==> config.mk <==
export PLATFORM = sky130hd
export DESIGN_NAME = fdac_tapgen
export DESIGN_NICKNAME = d
export VERILOG_FILES = /design/src/rtl/fdac_pkg.sv /design/src/rtl/fdac_encoder.sv /design/src/rtl/fdac_chain.sv /design/src/rtl/fdac_tapgen.sv
export SDC_FILE = /design/constraint.sdc
export NUM_CORES = 1
export LEC_CHECK = 0
export ABC_AREA = 1
export BUFFER_PORTS_ARGS = -buffer_cell sky130_fd_sc_hd__buf_2
export CORE_MARGIN = 4
export CORE_UTILIZATION = 45
export CTS_CLUSTER_DIAMETER = 200
export DETAILED_ROUTE_END_ITERATION = 7
export PLACE_DENSITY = 0.72
export REMOVE_ABC_BUFFERS = 1
export SYNTH_ARGS = -nofsm -noshare
export SYNTH_HDL_FRONTEND = slang
export SYNTH_SLANG_ARGS = --single-unit
==> constraint.sdc <==
create_clock -name clk -period 1.3 [get_ports clk]
set_clock_uncertainty 0.1 [all_clocks]
set_input_delay 0.195 -clock clk [delete_from_list [all_inputs] [get_ports clk]]
set_output_delay 0.195 -clock clk [all_outputs]
set_load 0.05 [all_outputs]
==> src/rtl/fdac_pkg.sv <==
package fdac_pkg;

    typedef enum logic [2:0] {
        M_DB_RTZ  = 3'd0,
        M_DB_NRZ  = 3'd1,
        M_SER_RTZ = 3'd2,
        M_SER_NRZ = 3'd3,
        M_ILV_RTZ = 3'd4
    } mode_e;

    typedef struct packed {
        logic p;
        logic n;
    } line_pair_t;

    function automatic mode_e decode_mode(input logic [2:0] code);
        mode_e m;
        case (code)
            3'd1:    m = M_DB_NRZ;
            3'd2:    m = M_SER_RTZ;
            3'd3:    m = M_SER_NRZ;
            3'd4:    m = M_ILV_RTZ;
            default: m = M_DB_RTZ;
        endcase
        return m;
    endfunction

    function automatic logic is_rtz(input mode_e m);
        return (m == M_DB_RTZ) || (m == M_SER_RTZ) || (m == M_ILV_RTZ);
    endfunction

    function automatic logic is_dual(input mode_e m);
        return (m == M_DB_RTZ) || (m == M_DB_NRZ);
    endfunction

    function automatic logic is_series(input mode_e m);
        return (m == M_SER_RTZ) || (m == M_SER_NRZ);
    endfunction

    function automatic line_pair_t swap_pair(input line_pair_t x);
        line_pair_t y;
        y.p = x.n;
        y.n = x.p;
        return y;
    endfunction

endpackage

==> src/rtl/fdac_encoder.sv <==
module fdac_encoder
    import fdac_pkg::*;
(
    input  logic       clk,
    input  logic       rst,
    input  logic [2:0] mode_code,
    input  logic       bit_in,
    output line_pair_t ret_q,
    output logic       shift_en,
    output mode_e      mode_eff
);

    logic  zslot_q;   // 0: data slot, 1: zero slot
    mode_e mode_q;
    logic  rtz;

    assign mode_eff = zslot_q ? mode_q : decode_mode(mode_code);
    assign rtz      = is_rtz(mode_eff);
    assign shift_en = rtz || !zslot_q;

    always_ff @(posedge clk) begin
        if (rst) begin
            zslot_q <= 1'b0;
            mode_q  <= M_DB_RTZ;
            ret_q   <= '0;
        end else begin
            zslot_q <= !zslot_q;
            if (!zslot_q) begin
                mode_q  <= mode_eff;
                ret_q.p <= bit_in;
                ret_q.n <= !bit_in;
            end else if (rtz) begin
                ret_q <= '0;
            end
        end
    end

    // a code outside the defined set latches as double-balanced RTZ
    p_unused_code_r8: assert property (@(posedge clk) disable iff (rst)
        (!zslot_q && mode_code > 3'd4) |=> (mode_q == M_DB_RTZ));

    // the retimed pair is never both high
    p_ret_legal_r2: assert property (@(posedge clk) disable iff (rst)
        !(ret_q.p && ret_q.n));

endmodule

==> src/rtl/fdac_chain.sv <==
module fdac_chain
    import fdac_pkg::*;
#(
    parameter int DEPTH = 4
) (
    input  logic                   clk,
    input  logic                   rst,
    input  logic                   en,
    input  line_pair_t             din,
    output line_pair_t [DEPTH-1:0] taps
);

    always_ff @(posedge clk) begin
        if (rst) begin
            taps <= '0;
        end else if (en) begin
            taps[0] <= din;
            for (int k = 1; k < DEPTH; k++) begin
                taps[k] <= taps[k-1];
            end
        end
    end

    p_hold_r4: assert property (@(posedge clk) disable iff (rst)
        !en |=> $stable(taps));

    generate
        if (DEPTH > 1) begin : g_shift_chk
            p_shift_r3: assert property (@(posedge clk) disable iff (rst)
                en |=> (taps[1] == $past(taps[0])));
        end
        for (genvar k = 0; k < DEPTH; k++) begin : g_legal
            p_never_both_r2: assert property (@(posedge clk) disable iff (rst)
                !(taps[k].p && taps[k].n));
        end
    endgenerate

endmodule

==> src/rtl/fdac_tapgen.sv <==
module fdac_tapgen
    import fdac_pkg::*;
#(
    parameter int NTAP = 4
) (
    input  logic              clk,
    input  logic              rst,
    input  logic [2:0]        mode_code,
    input  logic              bit_in,
    output logic [2*NTAP-1:0] tap_p,
    output logic [2*NTAP-1:0] tap_n
);

    localparam int NOUT = 2 * NTAP;

    line_pair_t             ret_q;
    logic                   shift_en;
    mode_e                  mode_eff;
    line_pair_t [NTAP-1:0]  sec_a;
    line_pair_t [NTAP-1:0]  sec_b;
    line_pair_t             b_feed;

    fdac_encoder u_enc (
        .clk       (clk),
        .rst       (rst),
        .mode_code (mode_code),
        .bit_in    (bit_in),
        .ret_q     (ret_q),
        .shift_en  (shift_en),
        .mode_eff  (mode_eff)
    );

    fdac_chain #(.DEPTH(NTAP)) u_sec_a (
        .clk  (clk),
        .rst  (rst),
        .en   (shift_en),
        .din  (ret_q),
        .taps (sec_a)
    );

    always_comb begin
        if (is_dual(mode_eff)) begin
            b_feed = swap_pair(ret_q);
        end else if (is_series(mode_eff)) begin
            b_feed = sec_a[NTAP-1];
        end else begin
            b_feed = sec_a[0];
        end
    end

    fdac_chain #(.DEPTH(NTAP)) u_sec_b (
        .clk  (clk),
        .rst  (rst),
        .en   (shift_en),
        .din  (b_feed),
        .taps (sec_b)
    );

    generate
        for (genvar k = 0; k < NTAP; k++) begin : g_out
            assign tap_p[k]      = sec_a[k].p;
            assign tap_n[k]      = sec_a[k].n;
            assign tap_p[NTAP+k] = sec_b[k].p;
            assign tap_n[NTAP+k] = sec_b[k].n;
        end
    endgenerate

    p_reset_r1: assert property (@(posedge clk)
        rst |=> (tap_p == {NOUT{1'b0}} && tap_n == {NOUT{1'b0}}));

    p_dual_swap_r5: assert property (@(posedge clk) disable iff (rst)
        is_dual(mode_eff) |=> (sec_b[0] == swap_pair(sec_a[0])));

    p_series_link_r6: assert property (@(posedge clk) disable iff (rst)
        (is_series(mode_eff) && shift_en) |=> (sec_b[0] == $past(sec_a[NTAP-1])));

    p_interleave_r7: assert property (@(posedge clk) disable iff (rst)
        (mode_eff == M_ILV_RTZ) |=> (sec_b[0] == $past(sec_a[0])));

endmodule

**Word level (Yosys, flattened, before mapping)**

Cells that the tools add are included.

- Equal/unequal tests: 9
- Multiplexer cells: 6
- Reductions and logical operators: 8

Operators with widths:

| operator | number |
|---|---|
| $eq 3x2->1 const B | 4 |
| $pmux 3 s4 | 1 |
| $mux 2 | 4 |
| $eq 3x1->1 const B | 2 |
| $eq 3x3->1 const B | 2 |
| $logic_or 1x1->1 | 5 |
| $logic_not 3->1 | 1 |
| $mux 3 | 1 |
| $logic_not 1->1 | 2 |
| $ne 2x2->1 const B | 1 |

- Output and inout port bits: 16
- Register bits: 22
- Logic and storage cells: 43
- Input port bits: 6

**Longest topological paths before layout**

- Word-level depth: 8
- Depth in mapped cells: 10
- Gate-level depth less buffers: 8

**Modules after synthesis**

Synthesis repeated with hierarchy kept, for this count alone.

- Cells, all modules: 148
- Area, all modules: 987.2 um^2

Modules (own cells, without submodules):

| module | cells an instance | area an instance (um^2) | sequential area each (um^2) | times used |
|---|---|---|---|---|
| fdac_chain | 51 | 342.8 | 160.2 | 2 |
| fdac_encoder | 36 | 259.0 | 120.1 | 1 |
| fdac_tapgen | 10 | 42.5 | 0.0 | 1 |

**Worst setup path before layout**

Ideal clock, no wire load.

- Path kind: register -> register
- Start point: register u_enc.zslot_q
- End point: register u_sec_b.taps[0] in the netlist's numbering
- Data required time: 1.082 ns
- Path buffers: 2
- Slack: 0.061 ns
- Setup time: 0.118 ns
- Clock period less this slack: 1.239 ns
- Cell stages (with the launch flop): 10
- Data arrival time: 1.021 ns
- Path through: dfxtp_1 > buf_6 > nand2_4 > inv_2 > nand2_2 > nand3_2 > nand2_4 > buf_6 > o21ai_0 > nor2_1

- Cells in the longest elaborated chain, start to end: 5
- Elaborated cells between the ends (all ways): 14
- Classes of those cells: eq/ne: 4; mux: 3; reduce/logical: 7

RTL lines:

| what | RTL line | source |
|---|---|---|
| start: declaration | fdac_encoder.sv:13 | `logic zslot_q;` |
| start signal: assignment | fdac_encoder.sv:27 | `zslot_q <= !zslot_q;` |
| $mux 3 | fdac_encoder.sv:17 | `assign mode_eff = zslot_q ? mode_q : decode_mode(mode_code);` |
| $eq 3x2->1 (tied with other cells) | fdac_pkg.sv:29, fdac_pkg.sv:37 |  |
| $logic_or 1x1->1, on equally long branches | fdac_pkg.sv:37, fdac_pkg.sv:29 |  |
| $mux 2 or $logic_or 1x1->1 (tied branches) | fdac_tapgen.sv:44, fdac_pkg.sv:29 |  |
| $mux 2 or $logic_or 1x1->1 (tied branches) | fdac_tapgen.sv:42, fdac_encoder.sv:19 |  |
| end signal: indexed assignment | fdac_chain.sv:19 | `taps[k] <= taps[k-1];` |
| end: declaration | fdac_chain.sv:10 | `output line_pair_t [DEPTH-1:0] taps` |

Several ways; a longest one is shown, not always the timed one.
A chain may end at the register's enable or synchronous reset.

**Worst setup path after layout**

- Start point: register u_sec_b.taps[0] in the netlist's numbering
- End point: output tap_n[4]

RTL lines:

| what | RTL line | source |
|---|---|---|
| end: declaration | fdac_tapgen.sv:11 | `output logic [2*NTAP-1:0] tap_n` |

No word-level cell between the ends.

==> out/summary.md <==
### Run status
* completed — outcome

### STA
* 0 — setup-violating endpoint count in the final report
* 70.91% — Slew headroom
* 0.4359 ns — transition time at the pin with the least slew margin
* 0 ns — Sum Neg Setup Slack
* 97.90% — share of the clock period used by the worst path
* 0.02733 ns — minimum setup slack in the final design
* 0.7858 GHz — f_max
* 0 — Slew Limit Fails
* 1.273 ns — Final Critical Period
* 0 — Hold Fails Final Rpt
* true — RSZ-0062 raised after global routing

### Cells and area
* 1157 um^2 — post-route standard cell area excluding fillers
* 30.28% — synthesis-to-layout area growth
* sky130_fd_sc_hd__nor2_1 — most common library cell in the layout ignoring fill and taps
* sky130_fd_sc_hd__nor2_1, sky130_fd_sc_hd__dfxtp_1, sky130_fd_sc_hd__nand2_1, sky130_fd_sc_hd__buf_2, sky130_fd_sc_hd__o21ai_0 — most frequent cells in the layout
* 151 — layout net count
* 0 — antenna fix cells
* 31.25% — share of final-layout standard cells stronger than drive strength 1

### Place
* 0.7407 — final weighted congestion of routability-driven global placement
* 998.5 um^2 — cell area after placement
* 1240 um — estimated wirelength of the detail-placed design
* 21 — total of buffers placed on input and output ports
* -0.05352 ns — placement-stage worst setup slack

### Power and ir drop
* 1208 nW/um^2 — power density of the placed cells
* 0.0005701 uW — static leakage
* 0.7434 mV — maximum vdd ir drop
* 1398 uW — total power of the final layout

### Detailed routing
* 4 — drt first pass iters
* 4.811 — drt via density
* 0 — Antenna Nets Post-Route
* 31 — number of violations reported at the end of detailed-routing iteration 0
* 0 — detailed-route DRC error count
* 2016 um — final routed wirelength across all metal layers
* 11.93 um — wire length per cell after detailed routing
* 813 — via count of the routed design

### Clock tree
* 0 — number of buffers inserted to repair setup after CTS
* 1 — Clock H-tree levels
* 2 — buffers from clock root to sink, at most
* done — clock tree from TritonCTS
* 22 — Clock Sink Count
* 0.12 ns — clock-pin slew reported for the worst setup and hold paths after clock tree synthesis
* 0.31 ns — clock latency on the worst-skew pair
* sky130_fd_sc_hd__clkbuf_4 — cell chosen for the clock root
* 3 — number of CTS-inserted buffers

### Yosys
* sky130_fd_sc_hd__dfxtp_1, sky130_fd_sc_hd__nor2_1, sky130_fd_sc_hd__o21ai_0, sky130_fd_sc_hd__nand2_1, sky130_fd_sc_hd__buf_6 — main area contributors after synthesis
* 22 — flops & latches, synth
* 7.725 um^2 — post-synthesis area per instance
* 115 — synthesized instance count
* 49.58% — top-area cell type share of the netlist area
* 888.4 um^2 — post-synthesis instance area
* 17 — number of distinct library cells after synthesis
* sky130_fd_sc_hd__dfxtp_1 — largest area contributor in the synthesized netlist
* 0 — Yosys warning count
* 49.58% — sequential-to-total area share from yosys stat

### Setup path
* 0.39 ns — Max stage delay on crit path
* buf_2 — cell-by-cell listing of the critical path
* flip-flop to primary output — Crit Path Class
* 3 — maximum fanout count along the critical path
* 0.98 ns — Crit path arrival time
* u_sec_b.taps[0] — beginning of the critical path
* primary output — type of destination of the critical path
* sky130_fd_sc_hd__dfxtp_1 — Worst path slowest cell
* flip-flop — crit start category
* flip-flops — cell family with most CP delay
* 1.00 ns — Crit path required time
* 1 — sum of buffers and inverters on the critical path
* u_enc.zslot_q — worst flop-to-flop path startpoint

### Min path
* mode_code[0] — startpoint of the tightest hold check path
* input pin to flip-flop — Hold Path Class

### Job
* 0 — maxcap violations

### Die
* 52.43 um — Vert. Die Dim
* 2749 um^2 — full die area
* 15 — Cell Rows
* 49.31% — effective utilization at floorplan
* 22 — I/O pin count
* 52.43 um — DIE WIDTH
* 1802 um^2 — placeable core region

### Global routing
* 3160 um — first-pass GRT wire length
* 22 — pin count of the biggest net entering global routing
* 2.849% — met3 Use GR
* met2 — layer with the highest usage after global routing
* 0 — Congestion Overflow GR
* 726 — vias in the first global route
* 0 — initial antenna violation count
* 15.82% — GRT Overall Usage
* 21.79% — routing usage on met1
* 22.52% — met2 Track Usage GR

synthesized netlist by cell type (all sizes together):
library cell	n
inv	6
dfxtp	22
nand3	4
nor2	37
clkbuf	1
buf	4
nand2	19
a21oi	2
o21ai	17
o32ai	1
nand4	2
metrics by stage:
| stage | cells | hold WS (ns) | util [%] |
|---|---|---|---|
| after detailed placement | 159 | 0.3254 | 55.42 |
| after CTS | 167 | 0.05345 | 60.21 |
| after global placement | 159 | 0.3243 | 55.42 |
| final | 169 | 0.08423 | 64.24 |
| after floorplan | 110 | 0.1641 | - |
| after global routing | 169 | 0.09314 | 64.24 |
cells by family (layout without fill, tap and decap cells):
logic type,Yosys count,count (layout),share of synthesized area [%]
and+or+nand+nor,62,64,30.42
DFF,22,22,49.58
AOI/OAI and AO/OA,20,20,11.69
buffers and inverters,11,38,8.309
worst paths after layout:
check | to | slack, ns | cells after the start
setup / recovery | tap_n[4] | 0.03 | 1
hold / removal | u_enc.mode_q[0] | 0.08 | 3
setup reg to reg | u_sec_b.taps[1] | 0.05 | 8
hold reg to reg | u_sec_b.taps[6] | 0.40 | 2
final cells by class:
cell class	instances	area [um^2]
fill	166	644.4
sequential	22	444.2
multi-input combinational	84	435.4
timing repair buffer	28	180.2
clock buffer	4	36.28
tap	25	31.28
inverter	6	30.03
state kept, by name, summed over array words and instances, names as in the netlist:
name,cells
u_enc.zslot_q,1
u_enc.mode_q,3
u_enc.ret_q,2
u_sec_b.taps,8
u_sec_a.taps,8
layer usage:
metal	vias to the layer above	wire length (um)
met5	-	0
met4	0	45
met3	5	87
met2	23	950
met1	354	933
li1	431	-
power breakdown:
part	total [uW]	switching, uW	internal [uW]
registers	740	30.2	710
clock network	380	209	171
logic	277	192	85.5
repair_timing:
item,CTS,global route
endpoints found under the hold margin,4,0
hold buffers,4,0
cloned,0,2
resized for setup,2,22
endpoints found under the setup margin,16,20
pin swaps,0,3
No activity file was read; power rests on OpenSTA's default activity.
